<file path="src/rtl/irq_prio_pkg.sv">
package irq_prio_pkg;
  localparam int LVL_W = 2;
  typedef logic [LVL_W-1:0] level_t;
  localparam level_t LVL_OFF = '0;
  localparam level_t LVL_TOP = '1;

  // strobes from control to datapath
  typedef struct packed {
    logic loadOut;
    logic lvlWr;
    logic baseWr;
  } ctrlStrobes_t;
endpackage

</file>
<file path="src/rtl/irq_prio_ctrl.sv">
module irq_prio_ctrl
  import irq_prio_pkg::*;
#(
  parameter int NUM_SRC  = 64,
  parameter int RSV_CNT  = 2,
  parameter int FIXED_LO = 2,
  parameter int FIXED_HI = 5,
  localparam int VEC_W   = $clog2(NUM_SRC)
) (
  input  logic             ackIn,
  input  logic             levelWrEn,
  input  logic [VEC_W-1:0] levelIdx,
  input  logic             baseWrEn,
  output ctrlStrobes_t     strb
);
  logic idxReserved;
  logic idxPinned;
  logic idxInRange;

  always_comb begin
    idxReserved = int'(levelIdx) < RSV_CNT;
    idxPinned   = (int'(levelIdx) >= FIXED_LO) && (int'(levelIdx) <= FIXED_HI);
    idxInRange  = int'(levelIdx) < NUM_SRC;
  end

  always_comb begin
    strb.loadOut = !ackIn;
    strb.lvlWr   = levelWrEn && idxInRange && !idxReserved && !idxPinned;
    strb.baseWr  = baseWrEn;
  end
endmodule

</file>
<file path="src/rtl/irq_prio_datapath.sv">
module irq_prio_datapath
  import irq_prio_pkg::*;
#(
  parameter int NUM_SRC  = 64,
  parameter int ADDR_W   = 16,
  parameter int RSV_CNT  = 2,
  parameter int FIXED_LO = 2,
  parameter int FIXED_HI = 5,
  localparam int VEC_W   = $clog2(NUM_SRC)
) (
  input  logic               clk,
  input  logic               rstN,
  input  ctrlStrobes_t       strb,
  input  logic [NUM_SRC-1:0] irqReq,
  input  logic [VEC_W-1:0]   levelIdx,
  input  level_t             levelVal,
  input  logic [ADDR_W-1:0]  baseData,
  output logic [NUM_SRC-1:0] reqQ,
  output logic [ADDR_W-1:0]  baseQ,
  output logic               irqPending,
  output logic [VEC_W-1:0]   vecNum,
  output logic [ADDR_W-1:0]  vecAddr
);
  level_t            effLvl [NUM_SRC];
  level_t            topLvl;
  logic              winFound;
  logic [VEC_W-1:0]  winVec;
  logic [ADDR_W-1:0] winAddr;

  // registered request vector
  always_ff @(posedge clk or negedge rstN) begin
    if (!rstN) reqQ <= '0;
    else       reqQ <= irqReq;
  end

  // vector base register
  always_ff @(posedge clk or negedge rstN) begin
    if (!rstN)            baseQ <= '0;
    else if (strb.baseWr) baseQ <= baseData;
  end

  // effective level per source: reserved, pinned or programmable
  for (genvar g = 0; g < NUM_SRC; g++) begin : gSrc
    if (g < RSV_CNT) begin : gRsv
      assign effLvl[g] = LVL_OFF;
    end else if (g >= FIXED_LO && g <= FIXED_HI) begin : gPin
      assign effLvl[g] = LVL_TOP;
    end else begin : gProg
      level_t lvlQ;
      always_ff @(posedge clk or negedge rstN) begin
        if (!rstN)
          lvlQ <= LVL_OFF;
        else if (strb.lvlWr && levelIdx == VEC_W'(g))
          lvlQ <= levelVal;
      end
      assign effLvl[g] = lvlQ;
    end
  end

  // tier one: highest level among pending sources
  always_comb begin
    topLvl = LVL_OFF;
    for (int i = 0; i < NUM_SRC; i++) begin
      if (reqQ[i] && effLvl[i] > topLvl) topLvl = effLvl[i];
    end
  end

  // tier two: lowest index at that level (descending scan, last hit wins)
  always_comb begin
    winFound = topLvl != LVL_OFF;
    winVec   = '0;
    for (int i = NUM_SRC - 1; i >= 0; i--) begin
      if (winFound && reqQ[i] && effLvl[i] == topLvl) winVec = VEC_W'(i);
    end
    winAddr = baseQ + ADDR_W'({winVec, 1'b0});
  end

  // registered winner, frozen while acknowledge is high
  always_ff @(posedge clk or negedge rstN) begin
    if (!rstN) begin
      irqPending <= 1'b0;
      vecNum     <= '0;
      vecAddr    <= '0;
    end else if (strb.loadOut) begin
      irqPending <= winFound;
      vecNum     <= winFound ? winVec : '0;
      vecAddr    <= winFound ? winAddr : '0;
    end
  end
endmodule

</file>
<file path="src/rtl/prio_irq_ctrl.sv">
module prio_irq_ctrl
  import irq_prio_pkg::*;
#(
  parameter int NUM_SRC  = 64,
  parameter int ADDR_W   = 16,
  parameter int RSV_CNT  = 2,
  parameter int FIXED_LO = 2,
  parameter int FIXED_HI = 5,
  localparam int VEC_W   = $clog2(NUM_SRC)
) (
  input  logic               clk,
  input  logic               rstN,
  input  logic [NUM_SRC-1:0] irqReq,
  input  logic               levelWrEn,
  input  logic [VEC_W-1:0]   levelIdx,
  input  logic [1:0]         levelVal,
  input  logic               baseWrEn,
  input  logic [ADDR_W-1:0]  baseData,
  input  logic               ackIn,
  output logic               irqPending,
  output logic [VEC_W-1:0]   vecNum,
  output logic [ADDR_W-1:0]  vecAddr
);
  ctrlStrobes_t       strb;
  logic [NUM_SRC-1:0] reqQ;
  logic [ADDR_W-1:0]  baseQ;

  irq_prio_ctrl #(
    .NUM_SRC(NUM_SRC), .RSV_CNT(RSV_CNT),
    .FIXED_LO(FIXED_LO), .FIXED_HI(FIXED_HI)
  ) u_ctrl (
    .ackIn(ackIn), .levelWrEn(levelWrEn), .levelIdx(levelIdx),
    .baseWrEn(baseWrEn), .strb(strb)
  );

  irq_prio_datapath #(
    .NUM_SRC(NUM_SRC), .ADDR_W(ADDR_W), .RSV_CNT(RSV_CNT),
    .FIXED_LO(FIXED_LO), .FIXED_HI(FIXED_HI)
  ) u_dp (
    .clk(clk), .rstN(rstN), .strb(strb), .irqReq(irqReq),
    .levelIdx(levelIdx), .levelVal(levelVal), .baseData(baseData),
    .reqQ(reqQ), .baseQ(baseQ), .irqPending(irqPending),
    .vecNum(vecNum), .vecAddr(vecAddr)
  );
endmodule

</file>
<file path="config.mk">
export PLATFORM = sky130hd
export DESIGN_NAME = prio_irq_ctrl
export DESIGN_NICKNAME = d
export VERILOG_FILES = /design/src/rtl/irq_prio_pkg.sv /design/src/rtl/irq_prio_ctrl.sv /design/src/rtl/irq_prio_datapath.sv /design/src/rtl/prio_irq_ctrl.sv
export SDC_FILE = /design/constraint.sdc
export NUM_CORES = 1
export LEC_CHECK = 0
export ABC_CLOCK_PERIOD_IN_PS = 137200
export BUFFER_PORTS_ARGS = -buffer_cell sky130_fd_sc_hd__buf_2
export CAP_MARGIN = 20
export CORE_UTILIZATION = 52
export CTS_BUF_LIST = sky130_fd_sc_hd__clkbuf_8
export DETAILED_ROUTE_END_ITERATION = 10
export GPL_TIMING_DRIVEN = 0
export MAX_ROUTING_LAYER = met4
export PLACE_DENSITY = 0.78
export SYNTH_ARGS = -nofsm -noshare
export SYNTH_HDL_FRONTEND = slang
export SYNTH_SLANG_ARGS = --single-unit
export TNS_END_PERCENT = 5
</file>
<file path="constraint.sdc">
create_clock -name clk -period 137.2 [get_ports clk]
set_clock_uncertainty 0.2 [all_clocks]
set_input_delay 13.72 -clock clk [delete_from_list [all_inputs] [get_ports clk]]
set_output_delay 13.72 -clock clk [all_outputs]
set_load 0.05 [all_outputs]
</file>
==> results.json <==
{
  "status": "finished, final reports clean",
  "port_buffers": 106,
  "synth_fa_ha_area_share_pct": 6.30,
  "ys_types": 103,
  "htree_levels": 2,
  "netlist_area_um2": 15500,
  "yosysSeqAreaShare_pct": 35.1,
  "rows": 62,
  "drt_iter0_drc": 1771,
  "synth_compound_area_share_pct": 18.9,
  "crit_top_cell": "ha_1",
  "syn_inst": 1736,
  "report.final.slew_viol_count": 0,
  "cp_data_required_time_ns": 137.48,
  "viasPerCell": 6.52,
  "finalCritPeriodShare_pct": 57.3,
  "crit_path_end_kind": "flop",
  "max_stage_delay_ns": 0.73,
  "drive_gt1_share_pct": 19.3,
  "cts_tree": "done",
  "synth_edf_count": 0,
  "cts_hold_buf": 0,
  "clock-sinks": 217,
  "synth_top_family_by_area": "simple AND/OR/NAND/NOR gates",
  "relSlewSlack_pct": 22.9,
  "synthToLayoutAreaGrowth_pct": 12.4,
  "final_util_pct": 60.0,
  "dp_hpwl_um": 38500,
  "whs_ns": 0.280,
  "dieArea_um2": 30400,
  "fillCellCount": 2513,
  "place_worst_setup_slack_ns": 60.44,
  "timing.fmax_ghz": 0.0127,
  "fp.dieH_um": 174,
  "final_cell_mix": "nand2_1, dfrtp_1, mux2_2",
  "die_w_um": 174,
  "grt_overflow_total": 0,
  "critPathMaxFanout": 10,
  "min_path_type": "flop to flop",
  "vias": 15000,
  "drc": 0,
  "crit_end": "u_dp.vecAddr[15]$_DFFE_PN0N_",
  "r2r_start": "u_dp.reqQ[2]$_DFF_PN0_",
  "cts_buffers": 42,
  "slowest_stage": "clkbuf_1",
  "r2r_end": "u_dp.vecAddr[15]$_DFFE_PN0N_",
  "rsz0062_at_grt": "no",
  "synth-seq-cells": 217,
  "arrival_ns": 78.87,
  "async_flop_share_pct": 100,
  "start_kind": "flop",
  "root_buffer": "clkbuf_8",
  "hold_depth": 2,
  "synth_flop_cell": "dfrtp_1",
  "syn_nets": 1895,
  "core_um2": 28900,
  "critical_path.startpoint": "u_dp.reqQ[2]$_DFF_PN0_",
  "critPathKind": "flop to flop",
  "grt_usage_pct": 34.6,
  "antenna_found_initial": 3,
  "post_cts_buffers": 0,
  "routed_wl_um": 51400,
  "ant_nets": 0,
  "grt_pass1_vias": 14200,
  "yosys_warnings": 0,
  "worst_pin_slew_ns": 1.15,
  "final_common_cell": "nand2_1",
  "fin_crit_ns": 78.59,
  "rrSetupSlack_ns": 58.61,
  "cap_violations": 0,
  "insertion_delay_ns": 0.58,
  "reg2reg_depth": 360,
  "clock_path_buffers": 3,
  "cts.repair.resized": 0,
  "avgSynthCellArea_um2": 8.90,
  "place_congestion": 1.00,
  "finalHoldViolCount": 0,
  "firstDrtPassIters": 8,
  "synth-simple-area-share_pct": 22.3,
  "io-pin-count": 116,
  "fin_nets": 2048,
  "setup_viol": 0,
  "grt_max_degree": 91,
  "setup_ws_ns": 58.61,
  "synth-xor-area-share_pct": 3.17,
  "synthMuxAreaShare_pct": 10.1,
  "grt_pass1_wl_um": 79600,
  "setup_tns_ns": 0,
  "wl_per_cell_um": 22.3,
  "start_util_pct": 53.4,
  "cts.clk_slew.worst_paths_ns": 0.06
}
==> through the flow <==
stage / std cells / cell area [um2]
finish: 2303 / 17400
global route: 2303 / 17400
CTS: 2300 / 17400
detailed placement: 2229 / 16500
global placement: 2226 / 16500
floorplan: 1736 / 15500
==> cell families (layout without fill, tap and decap cells) <==
| logic type | Yosys count | in the layout |
|---|---|---|
| muxes | 140 | 140 |
| other | 0 | 3 |
| and+or+nand+nor | 687 | 687 |
| adders and majority gates | 80 | 80 |
| buffers and inverters | 151 | 331 |
| AOI/OAI and AO/OA | 405 | 405 |
| xor gates and xnor gates | 56 | 56 |
| DFF | 217 | 217 |
==> worst max-delay path, delay by kind of cell (launching register included) <==
| kind | cells | cell delay [ns] |
|---|---|---|
| compound gates | 122 | 26.76 |
| fa+ha+maj | 72 | 20.95 |
| simple gates | 135 | 20.48 |
| mux | 18 | 5.62 |
| buf+inv | 12 | 3.76 |
| flops | 1 | 0.42 |
| xor+xnor | 1 | 0.16 |
==> flip-flops by register name (all words and copies together), names as in the netlist <==
name,count
u_dp.irqPending,1
u_dp.vecNum,6
u_dp.vecAddr,16
u_dp.reqQ,62
u_dp.gSrc.gProg.lvlQ,116
u_dp.baseQ,16
==> area by class of cell <==
type | count | area, um2 | share of cell area, %
sequential | 217 | 5430 | 31.3
multi-input combinational | 1368 | 9390 | 54.1
tap | 384 | 480 | 2.77
clock inverter | 18 | 90.1 | 0.519
timing repair buffer | 109 | 603 | 3.47
antenna | 3 | 7.51 | 0.0432
clock buffer | 53 | 729 | 4.20
buffer | 65 | 312 | 1.79
inverter | 86 | 323 | 1.86
==> how the worst min path moves through the flow <==
stage	from	to	slack [ns]
2_1_floorplan	u_dp.baseQ[0]$_DFFE_PN0P_	u_dp.vecAddr[0]$_DFFE_PN0N_	0.26
3_3_place_gp	u_dp.vecAddr[15]$_DFFE_PN0N_	u_dp.vecAddr[15]$_DFFE_PN0N_	0.26
3_5_place_dp	u_dp.vecAddr[10]$_DFFE_PN0N_	u_dp.vecAddr[10]$_DFFE_PN0N_	0.27
4_1_cts	u_dp.vecAddr[10]$_DFFE_PN0N_	u_dp.vecAddr[10]$_DFFE_PN0N_	0.28
5_1_grt	u_dp.vecAddr[6]$_DFFE_PN0N_	u_dp.vecAddr[6]$_DFFE_PN0N_	0.31
6_report	u_dp.vecAddr[11]$_DFFE_PN0N_	u_dp.vecAddr[11]$_DFFE_PN0N_	0.28
==> cells in the mapped netlist (all sizes together) (5+ instances only) <==
cell type | count | share of area [%]
mux2 | 128 | 9.3
xnor2 | 51 | 2.9
a311oi | 5 | 0.28
a21oi | 42 | 1.4
o2111a | 9 | 0.66
a21o | 17 | 0.83
buf | 23 | 1.0
or4 | 11 | 0.53
and3 | 36 | 1.5
nor4 | 34 | 1.5
and2 | 22 | 0.89
o2111ai | 8 | 0.49
nand3 | 72 | 2.4
o211ai | 20 | 1.0
o21a | 14 | 0.73
a22oi | 23 | 1.1
o311ai | 5 | 0.28
or2 | 13 | 0.53
a2111oi | 12 | 1.2
nand2b | 14 | 0.57
o21ai | 122 | 4.0
ha | 65 | 5.3
a31oi | 17 | 0.69
o32ai | 6 | 0.44
or3 | 9 | 0.36
o31a | 6 | 0.34
maj3 | 14 | 0.91
xor2 | 5 | 0.28
nor3 | 48 | 1.6
a22o | 7 | 0.40
nand2 | 222 | 5.4
mux2i | 12 | 0.78
nor2b | 11 | 0.45
and4 | 10 | 0.57
a211oi | 8 | 0.39
inv | 86 | 2.1
nor2 | 123 | 3.0
dfrtp | 217 | 35
a21boi | 14 | 0.68
clkbuf | 42 | 1.0
nor3b | 12 | 0.65
nand4 | 37 | 1.5
o22ai | 11 | 0.45
a41oi | 6 | 0.34
o31ai | 12 | 0.58
==> per-layer routing <==
layer	vias up	track usage (%)	wire length, um
met5	-	-	0
li1	6737	-	-
met1	7180	45.2	20800
met3	190	7.70	5650
met4	0	15.4	2360
met2	898	51.3	22500
Power is left out: the tool's default activity adds up to more than one toggle a clock period on the data nets, which glitch-free logic cannot reach.
